$ cat src/rtl/cbe_pkg.sv
package cbe_pkg;

  typedef enum logic [1:0] {
    CMP_EQ = 2'b00,
    CMP_NE = 2'b01,
    CMP_LT = 2'b10,
    CMP_GE = 2'b11
  } cmp_sel_e;

  typedef enum logic [1:0] {
    CNS_NONE     = 2'b00,
    CNS_ALL      = 2'b01,
    CNS_SOMEZERO = 2'b10,
    CNS_ANY      = 2'b11
  } cns_mode_e;

  // Outcome value that settles the decision early under each rule
  function automatic logic settling_value(input cns_mode_e m);
    return (m == CNS_NONE) || (m == CNS_ANY);
  endfunction

endpackage

$ cat src/rtl/cbe_cmp.sv
module cbe_cmp
  import cbe_pkg::*;
#(
  parameter int DATA_W = 16
) (
  input  cmp_sel_e          sel_i,
  input  logic [DATA_W-1:0] a_i,
  input  logic [DATA_W-1:0] b_i,
  output logic              res_o
);

  logic eq_w;
  logic lt_w;

  assign eq_w = (a_i == b_i);
  assign lt_w = ($signed(a_i) < $signed(b_i));

  always_comb begin
    unique case (sel_i)
      CMP_EQ:  res_o = eq_w;
      CMP_NE:  res_o = ~eq_w;
      CMP_LT:  res_o = lt_w;
      CMP_GE:  res_o = ~lt_w;
      default: res_o = 1'b0;
    endcase
  end

endmodule

$ cat src/rtl/cbe_consensus.sv
module cbe_consensus
  import cbe_pkg::*;
(
  input  cns_mode_e mode_i,
  input  logic      seen_one_i,
  input  logic      seen_zero_i,
  input  logic      tested_i,
  input  logic      outcome_i,
  input  logic      ffirst_i,
  output logic      taken_o,
  output logic      stop_o
);

  always_comb begin
    unique case (mode_i)
      CNS_NONE:     taken_o = ~seen_one_i;
      CNS_ALL:      taken_o = ~seen_zero_i;
      CNS_SOMEZERO: taken_o = seen_zero_i;
      CNS_ANY:      taken_o = seen_one_i;
      default:      taken_o = 1'b0;
    endcase
  end

  assign stop_o = ffirst_i && tested_i && (outcome_i == settling_value(mode_i));

endmodule

$ cat src/rtl/cbe_eval.sv
module cbe_eval
  import cbe_pkg::*;
#(
  parameter int NUM_ELEM = 8,
  parameter int DATA_W   = 16,
  localparam int CNT_W   = $clog2(NUM_ELEM + 1),
  localparam int IDX_W   = (NUM_ELEM > 1) ? $clog2(NUM_ELEM) : 1
) (
  input  logic                clk,
  input  logic                rst_n,
  input  logic                start_i,
  input  logic [CNT_W-1:0]    count_i,
  input  logic [NUM_ELEM-1:0] pred_i,
  input  logic [1:0]          cmp_sel_i,
  input  logic [1:0]          mode_i,
  input  logic                ffirst_i,
  input  logic [DATA_W-1:0]   opa_i,
  input  logic [DATA_W-1:0]   opb_i,
  output logic [NUM_ELEM-1:0] result_o,
  output logic                taken_o,
  output logic                done_o
);

  // reset: asserted asynchronously, released on the clock
  logic rst_meta_q;
  logic rst_sync_n;

  always_ff @(posedge clk or negedge rst_n) begin
    if (!rst_n) begin
      rst_meta_q <= 1'b0;
      rst_sync_n <= 1'b0;
    end else begin
      rst_meta_q <= 1'b1;
      rst_sync_n <= rst_meta_q;
    end
  end

  // state
  logic                busy_q,  busy_d;
  logic [IDX_W-1:0]    idx_q,   idx_d;
  logic [CNT_W-1:0]    cnt_q,   cnt_d;
  logic [NUM_ELEM-1:0] en_q,    en_d;
  cmp_sel_e            sel_q,   sel_d;
  cns_mode_e           mode_q,  mode_d;
  logic                ff_q,    ff_d;
  logic                one_q,   one_d;
  logic                zero_q,  zero_d;
  logic [NUM_ELEM-1:0] res_q,   res_d;
  logic                done_q,  done_d;
  logic                taken_q, taken_d;

  // start acceptance and count clamp
  logic                start_acc;
  logic [CNT_W-1:0]    cnt_eff;
  logic [NUM_ELEM-1:0] lim_mask;

  assign start_acc = start_i && !busy_q;
  assign cnt_eff   = (count_i > CNT_W'(NUM_ELEM)) ? CNT_W'(NUM_ELEM) : count_i;

  for (genvar k = 0; k < NUM_ELEM; k++) begin : g_lim
    assign lim_mask[k] = (CNT_W'(k) < cnt_eff);
  end

  // current element
  logic cmp_res;
  logic elem_tested;
  logic last_elem;
  logic stop_early;
  logic cns_taken;
  logic one_nx;
  logic zero_nx;

  cbe_cmp #(.DATA_W(DATA_W)) u_cmp (
    .sel_i (sel_q),
    .a_i   (opa_i),
    .b_i   (opb_i),
    .res_o (cmp_res)
  );

  assign elem_tested = busy_q && en_q[idx_q];
  assign last_elem   = (CNT_W'(idx_q) + CNT_W'(1)) == cnt_q;
  assign one_nx      = start_acc ? 1'b0 : (one_q  | (elem_tested &  cmp_res));
  assign zero_nx     = start_acc ? 1'b0 : (zero_q | (elem_tested & ~cmp_res));

  cbe_consensus u_cns (
    .mode_i      (start_acc ? cns_mode_e'(mode_i) : mode_q),
    .seen_one_i  (one_nx),
    .seen_zero_i (zero_nx),
    .tested_i    (elem_tested),
    .outcome_i   (cmp_res),
    .ffirst_i    (ff_q),
    .taken_o     (cns_taken),
    .stop_o      (stop_early)
  );

  // next state
  always_comb begin
    busy_d  = busy_q;
    idx_d   = idx_q;
    cnt_d   = cnt_q;
    en_d    = en_q;
    sel_d   = sel_q;
    mode_d  = mode_q;
    ff_d    = ff_q;
    one_d   = one_nx;
    zero_d  = zero_nx;
    res_d   = res_q;
    done_d  = 1'b0;
    taken_d = taken_q;
    if (start_acc) begin
      cnt_d  = cnt_eff;
      en_d   = pred_i & lim_mask;
      sel_d  = cmp_sel_e'(cmp_sel_i);
      mode_d = cns_mode_e'(mode_i);
      ff_d   = ffirst_i;
      idx_d  = '0;
      res_d  = '0;
      if (cnt_eff == '0) begin
        done_d  = 1'b1;
        taken_d = cns_taken;
      end else begin
        busy_d = 1'b1;
      end
    end else if (busy_q) begin
      if (elem_tested) begin
        res_d[idx_q] = cmp_res;
      end
      if (last_elem || stop_early) begin
        busy_d  = 1'b0;
        done_d  = 1'b1;
        taken_d = cns_taken;
      end else begin
        idx_d = idx_q + IDX_W'(1);
      end
    end
  end

  // registers
  always_ff @(posedge clk or negedge rst_sync_n) begin
    if (!rst_sync_n) begin
      busy_q  <= 1'b0;
      idx_q   <= '0;
      cnt_q   <= '0;
      en_q    <= '0;
      sel_q   <= CMP_EQ;
      mode_q  <= CNS_NONE;
      ff_q    <= 1'b0;
      one_q   <= 1'b0;
      zero_q  <= 1'b0;
      res_q   <= '0;
      done_q  <= 1'b0;
      taken_q <= 1'b0;
    end else begin
      busy_q  <= busy_d;
      idx_q   <= idx_d;
      cnt_q   <= cnt_d;
      en_q    <= en_d;
      sel_q   <= sel_d;
      mode_q  <= mode_d;
      ff_q    <= ff_d;
      one_q   <= one_d;
      zero_q  <= zero_d;
      res_q   <= res_d;
      done_q  <= done_d;
      taken_q <= taken_d;
    end
  end

  assign result_o = res_q;
  assign taken_o  = taken_q;
  assign done_o   = done_q;

  // assertions
  assert_idx_in_range_R2: assert property (@(posedge clk) disable iff (!rst_sync_n)
    busy_q |-> (CNT_W'(idx_q) < cnt_q));

  assert_done_when_idle_R2: assert property (@(posedge clk) disable iff (!rst_sync_n)
    done_q |-> !busy_q);

  assert_untested_zero_R4: assert property (@(posedge clk) disable iff (!rst_sync_n)
    done_q |-> ((res_q & ~en_q) == '0));

  assert_result_hold_R5: assert property (@(posedge clk) disable iff (!rst_sync_n)
    (!busy_q && !start_i) |=> ($stable(res_q) && $stable(taken_q)));

  assert_ffirst_single_hit_R7: assert property (@(posedge clk) disable iff (!rst_sync_n)
    (done_q && ff_q && (mode_q == CNS_NONE || mode_q == CNS_ANY))
      |-> ($countones(res_q) <= 1));

  assert_busy_ignores_start_R8: assert property (@(posedge clk) disable iff (!rst_sync_n)
    (busy_q && start_i) |=> ($stable(mode_q) && $stable(en_q) && $stable(cnt_q) && $stable(sel_q)));

endmodule

$ cat config.mk
export PLATFORM = sky130hd
export DESIGN_NAME = cbe_eval
export DESIGN_NICKNAME = d
export VERILOG_FILES = /design/src/rtl/cbe_pkg.sv /design/src/rtl/cbe_cmp.sv /design/src/rtl/cbe_consensus.sv /design/src/rtl/cbe_eval.sv
export SDC_FILE = /design/constraint.sdc
export NUM_CORES = 1
export LEC_CHECK = 0
export BUFFER_PORTS_ARGS = -buffer_cell sky130_fd_sc_hd__buf_2
export CAP_MARGIN = 20
export CORE_UTILIZATION = 55
export DETAILED_ROUTE_END_ITERATION = 10
export GPL_ROUTABILITY_DRIVEN = 0
export PLACE_DENSITY = 0.91
export SETUP_SLACK_MARGIN = 0.5
export SKIP_LAST_GASP = 1
export SLEW_MARGIN = 20
export SYNTH_ARGS = -nofsm -noshare
export SYNTH_HDL_FRONTEND = slang
export SYNTH_SLANG_ARGS = --single-unit
$ cat constraint.sdc
create_clock -name clk -period 1.6 [get_ports clk]
set_input_delay 0.16 -clock clk [delete_from_list [all_inputs] [get_ports clk]]
set_output_delay 0.16 -clock clk [all_outputs]
set_load 0.02 [all_outputs]
==> key figures, run 1 <==
STA
  • Post-route setup slack: -0.795 ns
  • Final setup vio count: 20
  • Fin. max-slew vios: 0
  • Clock skew: between 0.008 and 0.009 ns
  • Tmin final: between 2 and 2.5 ns
  • Final hold viol count: 0
  • RSZ-0062 raised after global routing: true
  • Final Cycle Share: 150%
  • Fmax: ~420 MHz

Run status
  • Failing checks: negative setup slack
  • Status: finished with violations

Cells and area
  • Multi-input gate area: 1420 sq um
  • Layout area overhead: 53.4%
  • ANT cells: 0
  • Fraction of layout cells with a size suffix above 1: between 40 and 50%
  • Register area: 876 sq um
  • Finished Core Util: about nine tenths
  • Final Net Count: 426
  • Fillcell total: approximately 150

Floorplanning
  • I/O pin count: slightly above 60
  • Core area: 3740 sq um
  • Die X: approximately 65 microns
  • Row Count: 22
  • Full die area: 4270 sq um
  • Die height: ~65 microns
  • Initial Util: 59.0%

Clock network
  • Clk pin slew, worst setup/hold paths: 0.07 ns
  • TritonCTS clock tree: yes
  • Clk root buf: clkbuf_8
  • Htree depth: 2
  • CTS Sinks: 35
  • Worst-case clock buffer depth: 2
  • Clock buffer count from CTS: 5
  • Worst-Skew Late Latency: 0.31 ns

Synthesis
  • Synth cell types: 41
  • Cell Area, Synth: approximately 2200 sq um
  • Post-Syn Nets: about 330
  • FF+latch count, synth: 35
  • Synth Area in Simple Gates: 19.9%
  • Multiplexer share of the synthesized area: about 5.0%
  • Seq/Total Area, Yosys: between 30 and 40%
  • Synth Area in Adders: a little under an eighth
  • Mean Syn Cell Area: 8.76 sq um
  • Synth warnings: 0
  • Largest family of logic cells by synthesized area: simple AND/OR/NAND/NOR gates
  • Post-synthesis instance total: around 250
  • Synth Area in Compound Gates: 14.6%
  • Post-synthesis xor/xnor area fraction: under 10%

Global route
  • First-pass GRT wire length: 11,000 microns
  • Met3 Track Usage GR: under 10%
  • Vias in the first global route: roughly 2.3k
  • Total GRT Usage: 34.6%
  • GRT met2 Usage: about 60%
  • Initial antenna violation count: 0
  • GRT busiest layer: met2
  • Largest net degree at the start of global routing: 34
  • M1 GR Usage: between 40% and 50%
  • Grt total ovfl: 0

Worst setup path
  • CP max FO: 7
  • Critical path capture point type: flip-flop
  • Critical path type: flip-flop to flip-flop
  • CP arrival: around 2.6 ns
  • CP required: approximately 1.8 ns
  • CP Launch Type: flip-flop

Route
  • Via count: 2,551
  • Final WL: ~8500 microns
  • TritonRoute pass-1 iters: 5
  • DR vias/cell: roughly 6.4
  • DRC: 0
  • Detailed Route Iter0 Violations: 396
  • Detail Route Antenna Nets: 0
  • Routed len/inst: approximately 21 microns

Power
  • Pwr/cell area: about 1800 nW/um^2
  • Net Sw Frac: between 40% and 50%
  • Total power: approximately 0.006 W
  • Reg power frac: 26.7%
  • Comb pwr share: a little over 60%
  • Lkg Pwr: around 1.7 nW
  • Net Sw Power: 0.00272 W
  • Internal: 0.00341 W
  • Peak VDD IR: between 0.001 and 0.0015 V
  • Clock share of power: 11.0%

Hold path
  • Worst hold-check path type: primary input to flip-flop

Place
  • HPWL after detailed placement: 4010 microns
  • PortBufs: between 60 and 70

Flow run
  • MaxCap Viol Count: 0
[final cells by class]
type,instances,share of cell area [%]
inverters,23,3.21
well taps,48,1.77
multi-input cells,182,41.9
flip-flops and latches,35,25.9
repair buffers,106,24.7
clock buffers,6,2.44
clock inverters,1,0.148
[critical path, stage by stage (launching register included)]
cell and delay [ns]:
dfrtp_1 0.38, nor4bb_1 0.37, o21ai_0 0.20, a21oi_1 0.29
a31oi_4 0.17, buf_6 0.16, xnor2_4 0.14, a31oi_4 0.30
nand2_2 0.10, mux2i_1 0.19
[metrics by stage]
| step | worst slack (ns) | setup TNS (ns) | area [sq um] | cells | hold slack (ns) |
|---|---|---|---|---|---|
| 2_1_floorplan | -0.600 | -6.95 | 2320 | 252 | -0.136 |
| 5_1_grt | -0.825 | -11.60 | 3390 | 401 | 0.0773 |
| 3_3_place_gp | -0.887 | -12.57 | 2820 | 375 | -0.0541 |
| 6_report | -0.795 | -10.29 | 3390 | 401 | 0.0534 |
| 3_5_place_dp | -0.963 | -13.77 | 2820 | 375 | -0.0503 |
| 4_1_cts | -0.588 | -6.67 | 3220 | 394 | 0.0593 |
[cell usage in the layout, fill, tap and decap left out, types with 6 or more instances in the layout]
cell type  Yosys  layout
a21oi_1       11      10
buf_2          1      53
buf_4          0      26
buf_6          0      18
clkbuf_8       0       6
dfrtp_1       35      35
ha_1          21      17
inv_1         22      16
mux2i_1       11       9
nand2_1       47      39
nand2_2        0       8
nor2_1        16      14
o21ai_0       16       9
[kinds of logic (layout without fill, tap and decap cells)]
| kind of cell | count (synthesis) | count (layout) |
|---|---|---|
| muxes | 11 | 11 |
| AOI/OAI and AO/OA | 48 | 48 |
| xor gates and xnor gates | 7 | 7 |
| DFF | 35 | 35 |
| buffers and inverters | 35 | 136 |
| adders and majority gates | 21 | 21 |
| and+or+nand+nor | 94 | 94 |
| other | 1 | 1 |
[power by group through the flow]
stage | clock network [W] | logic, W | registers [W]
finish | 0.000673 | 0.00382 | 0.00164
global placement | 0 | 0.00243 | 0.00151
detailed placement | 0 | 0.00255 | 0.00153
floorplan | 0 | 0.00158 | 0.00159
CTS | 0.000652 | 0.00313 | 0.00155
global route | 0.000715 | 0.00399 | 0.00165
[per-layer routing]
metal,up-vias,share of wire (%)
met5,-,0
met4,0,7.0
met3,67,9.8
met2,221,48
met1,1206,35
li1,1057,-
[flip-flops by register name, summed over array words and instances (netlist names), 2 cells and up]
signal	flops
idx_q	3
sel_q	2
cnt_q	4
result_o	8
mode_q	2
en_q	8
[cells in the mapped netlist, drive strengths merged]
| library cell | number | area, sq um |
|---|---|---|
| a211o | 1 | 8.76 |
| a211oi | 2 | 20.0 |
| a21o | 1 | 7.51 |
| a21oi | 11 | 55.1 |
| a22oi | 1 | 12.5 |
| a311oi | 1 | 8.76 |
| a31oi | 5 | 52.6 |
| and3 | 2 | 12.5 |
| buf | 1 | 5.00 |
| clkbuf | 11 | 41.3 |
| conb | 1 | 3.75 |
| dfrtp | 35 | 876 |
| ha | 21 | 263 |
| inv | 23 | 86.3 |
| mux2i | 11 | 110 |
| nand2 | 47 | 176 |
| nand2b | 5 | 31.3 |
| nand3 | 4 | 20.0 |
| nand3b | 5 | 37.5 |
| nand4 | 4 | 25.0 |
| nor2 | 16 | 60.1 |
| nor2b | 3 | 18.8 |
| nor3 | 1 | 5.00 |
| nor3b | 3 | 22.5 |
| nor4 | 1 | 6.26 |
| nor4bb | 1 | 10.0 |
| o211ai | 2 | 15.0 |
| o21a | 3 | 22.5 |
| o21ai | 16 | 80.1 |
| o21bai | 1 | 7.51 |
| o2bb2ai | 1 | 8.76 |
| o311ai | 1 | 8.76 |
| o31ai | 2 | 15.0 |
| or2 | 1 | 6.26 |
| or4 | 1 | 7.51 |
| xnor2 | 5 | 43.8 |
| xor2 | 2 | 17.5 |
[final timing paths]
check	startpoint	to	slack, ns	depth (start not counted)
worst max register to register	sel_q[1]	idx_q[2]	-0.79	9
worst min-delay path	cmp_sel_i[1]	sel_q[1]	0.05	3
worst min register to register	rst_sync_n	idx_q[0]	0.28	1
worst max-delay path	sel_q[1]	idx_q[2]	-0.79	9
min in group asynchronous	rst_n	rst_meta_q	0.16	2
max in group asynchronous	rst_sync_n	done_o	1.01	1
[repair_timing]
action | CTS | global route
setup endpoints to repair | 33 | 33
buffers inserted | 9 | 5
hold endpoints to repair | 2 | 0
hold buffers | 1 | 0
pin swaps | 14 | 5
resized for setup | 41 | 29
gates cloned | 2 | 2
Note: power is estimated with default switching activity, not from simulation.
==> run 2: changes to the inputs <==
- BUFFER_PORTS_ARGS: -buffer_cell sky130_fd_sc_hd__buf_2 -> -buffer_cell sky130_fd_sc_hd__buf_4
==> key figures, run 2 (synthesis results as in run 1) <==
Route
  • TritonRoute pass-1 iters: 4 (was 5)
  • Via count: 2,434 (was 2,551)
  • DR vias/cell: 6.18 (was 6.36)
  • Routed len/inst: 20.0 microns (was 21.2 microns)
  • Detail Route Antenna Nets: 0 (unchanged)
  • Final WL: 7880 microns (was 8500 microns)
  • Detailed Route Iter0 Violations: 287 (was 396)
  • DRC: 0 (unchanged)

Clock network
  • Clk root buf: clkbuf_8 (unchanged)
  • TritonCTS clock tree: yes (unchanged)
  • Clock buffer count from CTS: 5 (unchanged)
  • Worst-case clock buffer depth: 2 (unchanged)
  • Clk pin slew, worst setup/hold paths: 0.07 ns (about the same)
  • CTS Sinks: 35 (unchanged)
  • Htree depth: 2 (unchanged)
  • Worst-Skew Late Latency: 0.30 ns (was 0.31 ns)

Place
  • Post-Place Setup Slack: -0.977 ns (was -0.963 ns)
  • Placed Cells: 375 (unchanged)
  • PortBufs: 61 (unchanged)
  • HPWL after detailed placement: 4110 microns (was 4010 microns)

Worst setup path
  • Max stage delay on crit path: 0.59 ns (was 0.38 ns)
  • CP arrival: 2.64 ns (was 2.61 ns)
  • Cell Chain, Critical Path: buf_6, inv_4, ha_4, nand4_1, or4_4, o31ai_4, a31oi_2, buf_4, xnor2_4, o21ai_0, o211ai_1, o2bb2ai_1 (was nor4bb_1, o21ai_0, a21oi_1, a31oi_4, buf_6, xnor2_4, a31oi_4, nand2_2, mux2i_1)
  • Cell family contributing the most delay on the critical path: compound AO/OA/AOI/OAI gates (unchanged)
  • CP Launch Type: primary input (was flip-flop)
  • CP max FO: 4 (was 7)
  • Slowest-stage cell, CP: or4_4 (was dfrtp_1)
  • CP required: 1.78 ns (was 1.82 ns)
  • Combined buffer and inverter count along the critical path: 3 (was 1)
  • Critical path capture point type: flip-flop (unchanged)
  • Critical path type: primary input to flip-flop (was flip-flop to flip-flop)

Floorplanning
  • Full die area: 4270 sq um (unchanged)
  • Die X: 65.4 microns (unchanged)
  • Row Count: 22 (unchanged)
  • Core area: 3740 sq um (unchanged)
  • Die height: 65.4 microns (unchanged)
  • Initial Util: 59.0% (unchanged)
  • I/O pin count: 62 (unchanged)

Cells and area
  • Fraction of layout cells with a size suffix above 1: 39.9% (was 43.3%)
  • Multi-input gate area: 1390 sq um (was 1420 sq um)
  • Layout area overhead: 52.7% (was 53.4%)
  • Commonest non-fill, non-tap cell in the layout: buf_4 (was buf_2)
  • Finished Layout Cells: 394 (was 401)
  • Commonest non-fill, non-tap cells in the layout: 76 x buf_4, 44 x nand2_1, 35 x dfrtp_1 (was 53 x buf_2, 39 x nand2_1, 35 x dfrtp_1)
  • Final Net Count: 418 (was 426)
  • ANT cells: 0 (unchanged)
  • Fillcell total: 154 (was 146)
  • Register area: 876 sq um (unchanged)

STA
  • RSZ-0062 raised after global routing: true (unchanged)
  • Fin. max-slew vios: 0 (unchanged)
  • Fmax: 407 MHz (was 418 MHz)
  • Tmin final: 2.46 ns (was 2.39 ns)
  • Final hold viol count: 0 (unchanged)
  • Final setup vio count: 16 (was 20)
  • Final Cycle Share: 154% (was 150%)
  • Post-route setup slack: -0.858 ns (was -0.795 ns)
  • Clock skew: 0.0103 ns (was 0.00805 ns)

Global route
  • Grt total ovfl: 0 (unchanged)
  • Largest net degree at the start of global routing: 34 (unchanged)
  • Initial antenna violation count: 0 (unchanged)
  • First-pass GRT wire length: 11,600 microns (was 11,000 microns)
  • Vias in the first global route: 2,413 (was 2,302)
  • Total GRT Usage: 37.1% (was 34.6%)

Hold path
  • Worst hold-check path type: primary input to flip-flop (unchanged)

Power
  • Net Sw Frac: 43.9% (was 44.3%)
  • Net Sw Power: 0.00261 W (was 0.00272 W)
  • Comb pwr share: 62.0% (was 62.3%)
  • Internal: 0.00333 W (was 0.00341 W)
  • Pwr/cell area: 1760 nW/um^2 (was 1810 nW/um^2)
  • Lkg Pwr: 1.67 nW (was 1.70 nW)
  • Clock share of power: 10.6% (was 11.0%)
  • Reg power frac: 27.5% (was 26.7%)
  • Peak VDD IR: 0.000960 V (was 0.00103 V)

Run status
  • Failing checks: negative setup slack (unchanged)
  • Status: finished with violations (unchanged)

Flow run
  • MaxCap Viol Count: 0 (unchanged)
run 2: cell count changes in the layout (fill, tap and decap cells not counted), sizes merged:
| cell | delta |
|---|---|
| buf | -7 |
| bufbuf | +1 |
| clkbuf | -1 |
run 2: worst paths after layout:
path                                    from          to  slack (ns)  cells past startpoint
worst max-delay path               opb_i[11]     taken_o       -0.86                     12
worst min-delay path            cmp_sel_i[0]    sel_q[0]        0.06                      3
worst max register to register        busy_q     taken_o       -0.72                      9
worst min register to register    rst_sync_n   mode_q[0]        0.28                      1
max in group asynchronous         rst_sync_n     en_q[6]        1.01                      1
min in group asynchronous              rst_n  rst_meta_q        0.19                      2
run 2: power groups by stage:
stage	clock network [W]	logic, W	registers (W)
global placement	0	0.00252	0.00152
CTS	0.000618	0.00312	0.00156
finish	0.000627	0.00368	0.00163
floorplan	0	0.00158	0.00159
detailed placement	0	0.00264	0.00154
global route	0.000676	0.00390	0.00165
run 2: metrics by stage:
step | power [W] | setup TNS (ns) | area [sq um] | hold WS, ns | util, %
finish | 0.00594 | -10.09 | 3370 | 0.0580 | 90.1
global route | 0.00623 | -11.16 | 3370 | 0.0661 | 90.1
CTS | 0.00530 | -8.41 | 3300 | 0.0596 | 88.0
detailed placement | 0.00418 | -13.79 | 2970 | -0.0546 | 79.4
global placement | 0.00404 | -12.01 | 2970 | -0.0570 | 79.4
floorplan | 0.00317 | -6.95 | 2320 | -0.136 | -
run 2: worst register-to-register path, stage by stage, from the launching register on:
cell,delay [ns]
dfrtp_1,0.42
nor2b_2,0.18
buf_6,0.15
mux2i_4,0.28
ha_4,0.24
xor2_2,0.25
xnor2_4,0.12
a31oi_4,0.30
nor2_1,0.13
o2bb2ai_1,0.18
run 2: what timing repair did:
action	in CTS	in global routing
hold buffers	1	0
endpoints found under the setup margin	33	33
pin swaps	13	7
endpoints found under the hold margin	2	0
setup buffers	5	2
resized for setup	36	13
gates cloned	3	0
run 2: final cells by class:
| cell class | instances | area share, % |
|---|---|---|
| clock buffers | 7 | 2.26 |
| clock inverters | 1 | 0.148 |
| inverters | 23 | 3.23 |
| multi-input cells | 182 | 41.2 |
| flip-flops and latches | 35 | 26.0 |
| well taps | 48 | 1.78 |
| repair buffers | 98 | 25.5 |
run 2: routing by layer:
layer	global-route usage [%]	wire [microns]
met5	0	0
met4	23.9	571
met3	9.72	661
met2	63.7	3970
met1	40.0	2680
==> run 3: changes to the inputs <==
- CTS_CLUSTER_SIZE: default -> 28
- REMOVE_ABC_BUFFERS: default -> 1
==> key figures, run 3 <==
Run status
  • Stop stage: 5_1_grt
  • Tool error: [ERROR GRT-0232] Routing congestion too high. Check the congestion heatmap in the GUI.
  • Status: did not finish (was finished with violations)

Synthesis
  • Seq/Total Area, Yosys: 39.7% (unchanged)
  • FF+latch count, synth: 35 (unchanged)
  • Cell Area, Synth: 2210 sq um (unchanged)
  • Post-synth EDFFs: 0 (unchanged)
  • Synth warnings: 0 (unchanged)
  • Synth cell types: 41 (unchanged)
  • Most frequent cell after synthesis: nand2_1 (unchanged)
  • Mean Syn Cell Area: 8.76 sq um (unchanged)
  • Post-synthesis instance total: 252 (unchanged)
  • Biggest area consumer among synthesized cells: dfrtp_1 (unchanged)
  • Most used DFF post-synth: dfrtp_1 (unchanged)
  • Synth cell count leaders: 47 x nand2_1, 35 x dfrtp_1, 22 x inv_1 (unchanged)
  • Synth top area cells: dfrtp_1 40%, ha_1 12%, nand2_1 8.0%, mux2i_1 5.0%, inv_1 3.7% (unchanged)
  • Fraction of registers with async set/reset: 100% (unchanged)
  • Top-area cell type share of the netlist area: 39.7% (unchanged)

Global route
  • Total GRT Usage: between 70% and 80%
  • Grt total ovfl: 131
  • Largest net degree at the start of global routing: 34

Floorplanning
  • Die X: 65.4 microns (unchanged)
  • Row Count: 22 (unchanged)
  • I/O pin count: 62 (unchanged)
  • Initial Util: 59.0% (unchanged)
  • Die height: 65.4 microns (unchanged)

Clock network
  • Htree depth: 2 (unchanged)
  • CTS Sinks: 35 (unchanged)
  • Worst-case clock buffer depth: 2 (unchanged)
  • Clk root buf: clkbuf_8 (unchanged)
  • Clock buffer count from CTS: 5 (unchanged)

Place
  • Post-DP Area: 2900 sq um (was 2970 sq um)
  • PortBufs: 61 (unchanged)
  • HPWL after detailed placement: 3820 microns (was 4110 microns)

STA
  • Worst setup endpoint GRT: taken_o$_DFFE_PN0P_/D
  • WEP type: register data pin
==> run 3: kinds of logic after synthesis <==
family / count (synthesis) / synth area share (%)
AND/OR/NAND/NOR: 94 / 19.9
AO/OA/AOI/OAI: 48 / 14.6
flip-flops: 35 / 39.7
buffers and inverters: 35 / 6.01
adder cells (fa/ha/maj): 21 / 11.9
multiplexers: 11 / 4.99
XOR/XNOR: 7 / 2.78
other: 1 / 0.170
==> run 3: stage by stage <==
step / instances / util [%] / setup WS, ns
after CTS: 395 / 88.3 / -0.527
after detailed placement: 378 / 77.4 / -1.05
after global placement: 378 / 77.4 / -0.890
after floorplan: 240 / - / -1.19
==> run 3: timing repair <==
item,in CTS
hold endpoints to repair,2
gates resized for setup,53
pin swaps,16
gates cloned,1
hold buffers,1
setup buffers,7
setup endpoints to repair,33
==> run 3: metal layers <==
layer,GRT usage [%],GRT overflow
met5,0,0
met2,103,79
met4,96.5,50
met1,72.2,1
met3,52.8,1
==> run 4: changes to the inputs <==
- CORE_UTILIZATION: 55 -> 40
- CTS_CLUSTER_SIZE: 28 -> default
- PLACE_DENSITY: 0.91 -> default
- PLACE_DENSITY_LB_ADDON: default -> 0.15
- SETUP_SLACK_MARGIN: 0.5 -> default
==> key figures, run 4 (synthesis results as in run 1) <==
Route
  • Detailed Route Iter0 Violations: between 60 and 70
  • DR vias/cell: approximately 5
  • Met2 WL post-DR: between 2000 and 3000 microns
  • Detail Route Antenna Nets: 0
  • Routed len/inst: 12.7 microns
  • Met3 WL post-DR: 223 microns
  • DRC: 0
  • Via count: between 2k and 2.5k
  • Top sig layer: met4
  • Met1 wire length: ~2300 microns
  • Final WL: just over 5000 microns
  • TritonRoute pass-1 iters: 4

Clock network
  • Worst-Skew Late Latency: 0.29 ns
  • CTS Sinks: 35 (unchanged)
  • Clock buffer count from CTS: 5 (unchanged)
  • Clk pin slew, worst setup/hold paths: approximately 0.080 ns
  • Worst-case clock buffer depth: 2 (unchanged)
  • TritonCTS clock tree: yes
  • Htree depth: 2 (unchanged)
  • Clk root buf: clkbuf_8 (unchanged)

Cells and area
  • Fraction of layout cells with a size suffix above 1: approximately 36%
  • Layout area overhead: 44.9%
  • Commonest non-fill, non-tap cells in the layout: 80 x buf_4, 45 x nand2_1, 35 x dfrtp_1
  • Commonest non-fill, non-tap cell in the layout: buf_4
  • ANT cells: 0
  • Final Net Count: a little over 400

Worst setup path
  • FF-to-FF End: taken_o
  • CP Launch Type: flip-flop
  • CP max FO: 7
  • Critical path type: flip-flop to flip-flop
  • Setup crit end: taken_o
  • Worst reg2reg setup slack: -0.55 ns
  • Max stage delay on crit path: slightly above 0.4 ns
  • Crit path from: busy_q
  • CP arrival: roughly 2.4 ns
  • Critical path capture point type: flip-flop
  • Cell Chain, Critical Path: nor2b_4, buf_6, mux2i_2, ha_1, xor2_1, xnor2_1, a31oi_4, a211oi_2, o2bb2ai_1
  • CP required: roughly 1.8 ns
  • Crit Reg-Reg Startpoint: busy_q
  • R2R depth: 9
  • Slowest-stage cell, CP: dfrtp_1

Floorplanning
  • Die X: 76.3 microns (was 65.4 microns)
  • Core area: roughly 5200 sq um
  • Full die area: approximately 5800 sq um
  • Initial Util: 42.4% (was 59.0%)
  • Row Count: 26 (was 22)
  • I/O pin count: 62 (unchanged)
  • Die height: 76.3 microns (was 65.4 microns)

Power
  • Internal: 0.00296 W
  • Reg power frac: 30.8%
  • Comb pwr share: between 50 and 60%
  • Total power: roughly 0.005 W
  • Lkg Pwr: 1.59 nW
  • Net Sw Frac: 40.2%
  • Peak VDD IR: about 0.0008 V
  • Net Sw Power: between 0.0015 and 0.002 W
  • Clock share of power: between 10% and 20%
  • Pwr/cell area: between 1500 and 2000 nW/um^2

STA
  • Post-route setup slack: -0.553 ns
  • Final setup vio count: 16
  • Clock skew: 0.00925 ns
  • Fin. max-slew vios: 0
  • Fmax: between 400 and 500 MHz
  • Final hold viol count: 0
  • Final Hold Slack: just over 0.06 ns
  • RSZ-0062 raised after global routing: true
  • Tmin final: around 2.2 ns
  • Final Cycle Share: 135%
  • TNS Setup: -6.53 ns

Global route
  • First-pass GRT wire length: a little over 9000 microns
  • Vias in the first global route: 2,134
  • Grt total ovfl: 0
  • Total GRT Usage: 19.4%
  • Largest net degree at the start of global routing: 34
  • Initial antenna violation count: 0

Place
  • PortBufs: 61 (unchanged)
  • HPWL after detailed placement: 3880 microns (was 3820 microns)

Flow run
  • MaxCap Viol Count: 0

Hold path
  • Worst hold-check path type: primary input to flip-flop

Run status
  • Failing checks: negative setup slack
  • Status: finished with violations (was did not finish)
[run 4: cell type report]
class	instances	area [sq um]
Clock buffer	6	72.6
Clock inverter	2	12.5
Fill cell	479	2010
Inverter	23	93.8
Multi-Input combinational cell	182	1310
Sequential cell	35	876
Tap cell	70	87.6
Timing Repair Buffer	92	743
[run 4: worst min-delay path by stage]
stage / cells after the start / startpoint / endpoint / slack (ns)
floorplan: 0 / rst_n / rst_meta_q / -0.14
global placement: 1 / rst_n / rst_sync_n / -0.06
detailed placement: 1 / rst_n / rst_sync_n / -0.05
CTS: 3 / cmp_sel_i[1] / sel_q[1] / 0.05
global route: 3 / cmp_sel_i[1] / sel_q[1] / 0.05
finish: 3 / cmp_sel_i[1] / sel_q[1] / 0.06
[run 4: routing by layer]
metal	global-route usage (%)	vias up
met4	4.04	0
li1	-	1021
met1	22.6	942
met3	4.79	4
met2	35.8	47
met5	0	-
[run 4: stage by stage]
stage / cells / worst slack, ns / instance area (sq um) / util, %
finish: 410 / -0.553 / 3200 / 61.5
global route: 410 / -0.659 / 3200 / 61.5
CTS: 409 / -0.556 / 3190 / 61.2
detailed placement: 399 / -1.01 / 2930 / 56.3
global placement: 399 / -0.941 / 2930 / 56.3
floorplan: 240 / -1.19 / 2160 / -
[run 4: what timing repair did]
action	CTS	global route
endpoints found under the setup margin	16	16
gates resized for setup	33	3
pin swaps	18	1
hold buffers	1	0
cloned	0	0
setup buffers	3	1
hold endpoints to repair	2	0
[run 4: worst max-delay path: cells and delay by family (launching register included)]
family / cells / cell delay [ns]
adder cells (fa/ha/maj): 1 / 0.27
AO/OA/AOI/OAI: 3 / 0.48
XOR/XNOR: 2 / 0.41
AND/OR/NAND/NOR: 1 / 0.17
buffers and inverters: 1 / 0.12
flip-flops: 1 / 0.41
multiplexers: 1 / 0.21
[run 4: power groups by stage]
stage	Clock [W]	Combinational [W]	Sequential [W]
finish	0.000631	0.00279	0.00152
global route	0.000695	0.00309	0.00158
CTS	0.000655	0.00277	0.00153
detailed placement	0	0.00262	0.00152
global placement	0	0.00258	0.00151
floorplan	0	0.00139	0.00164
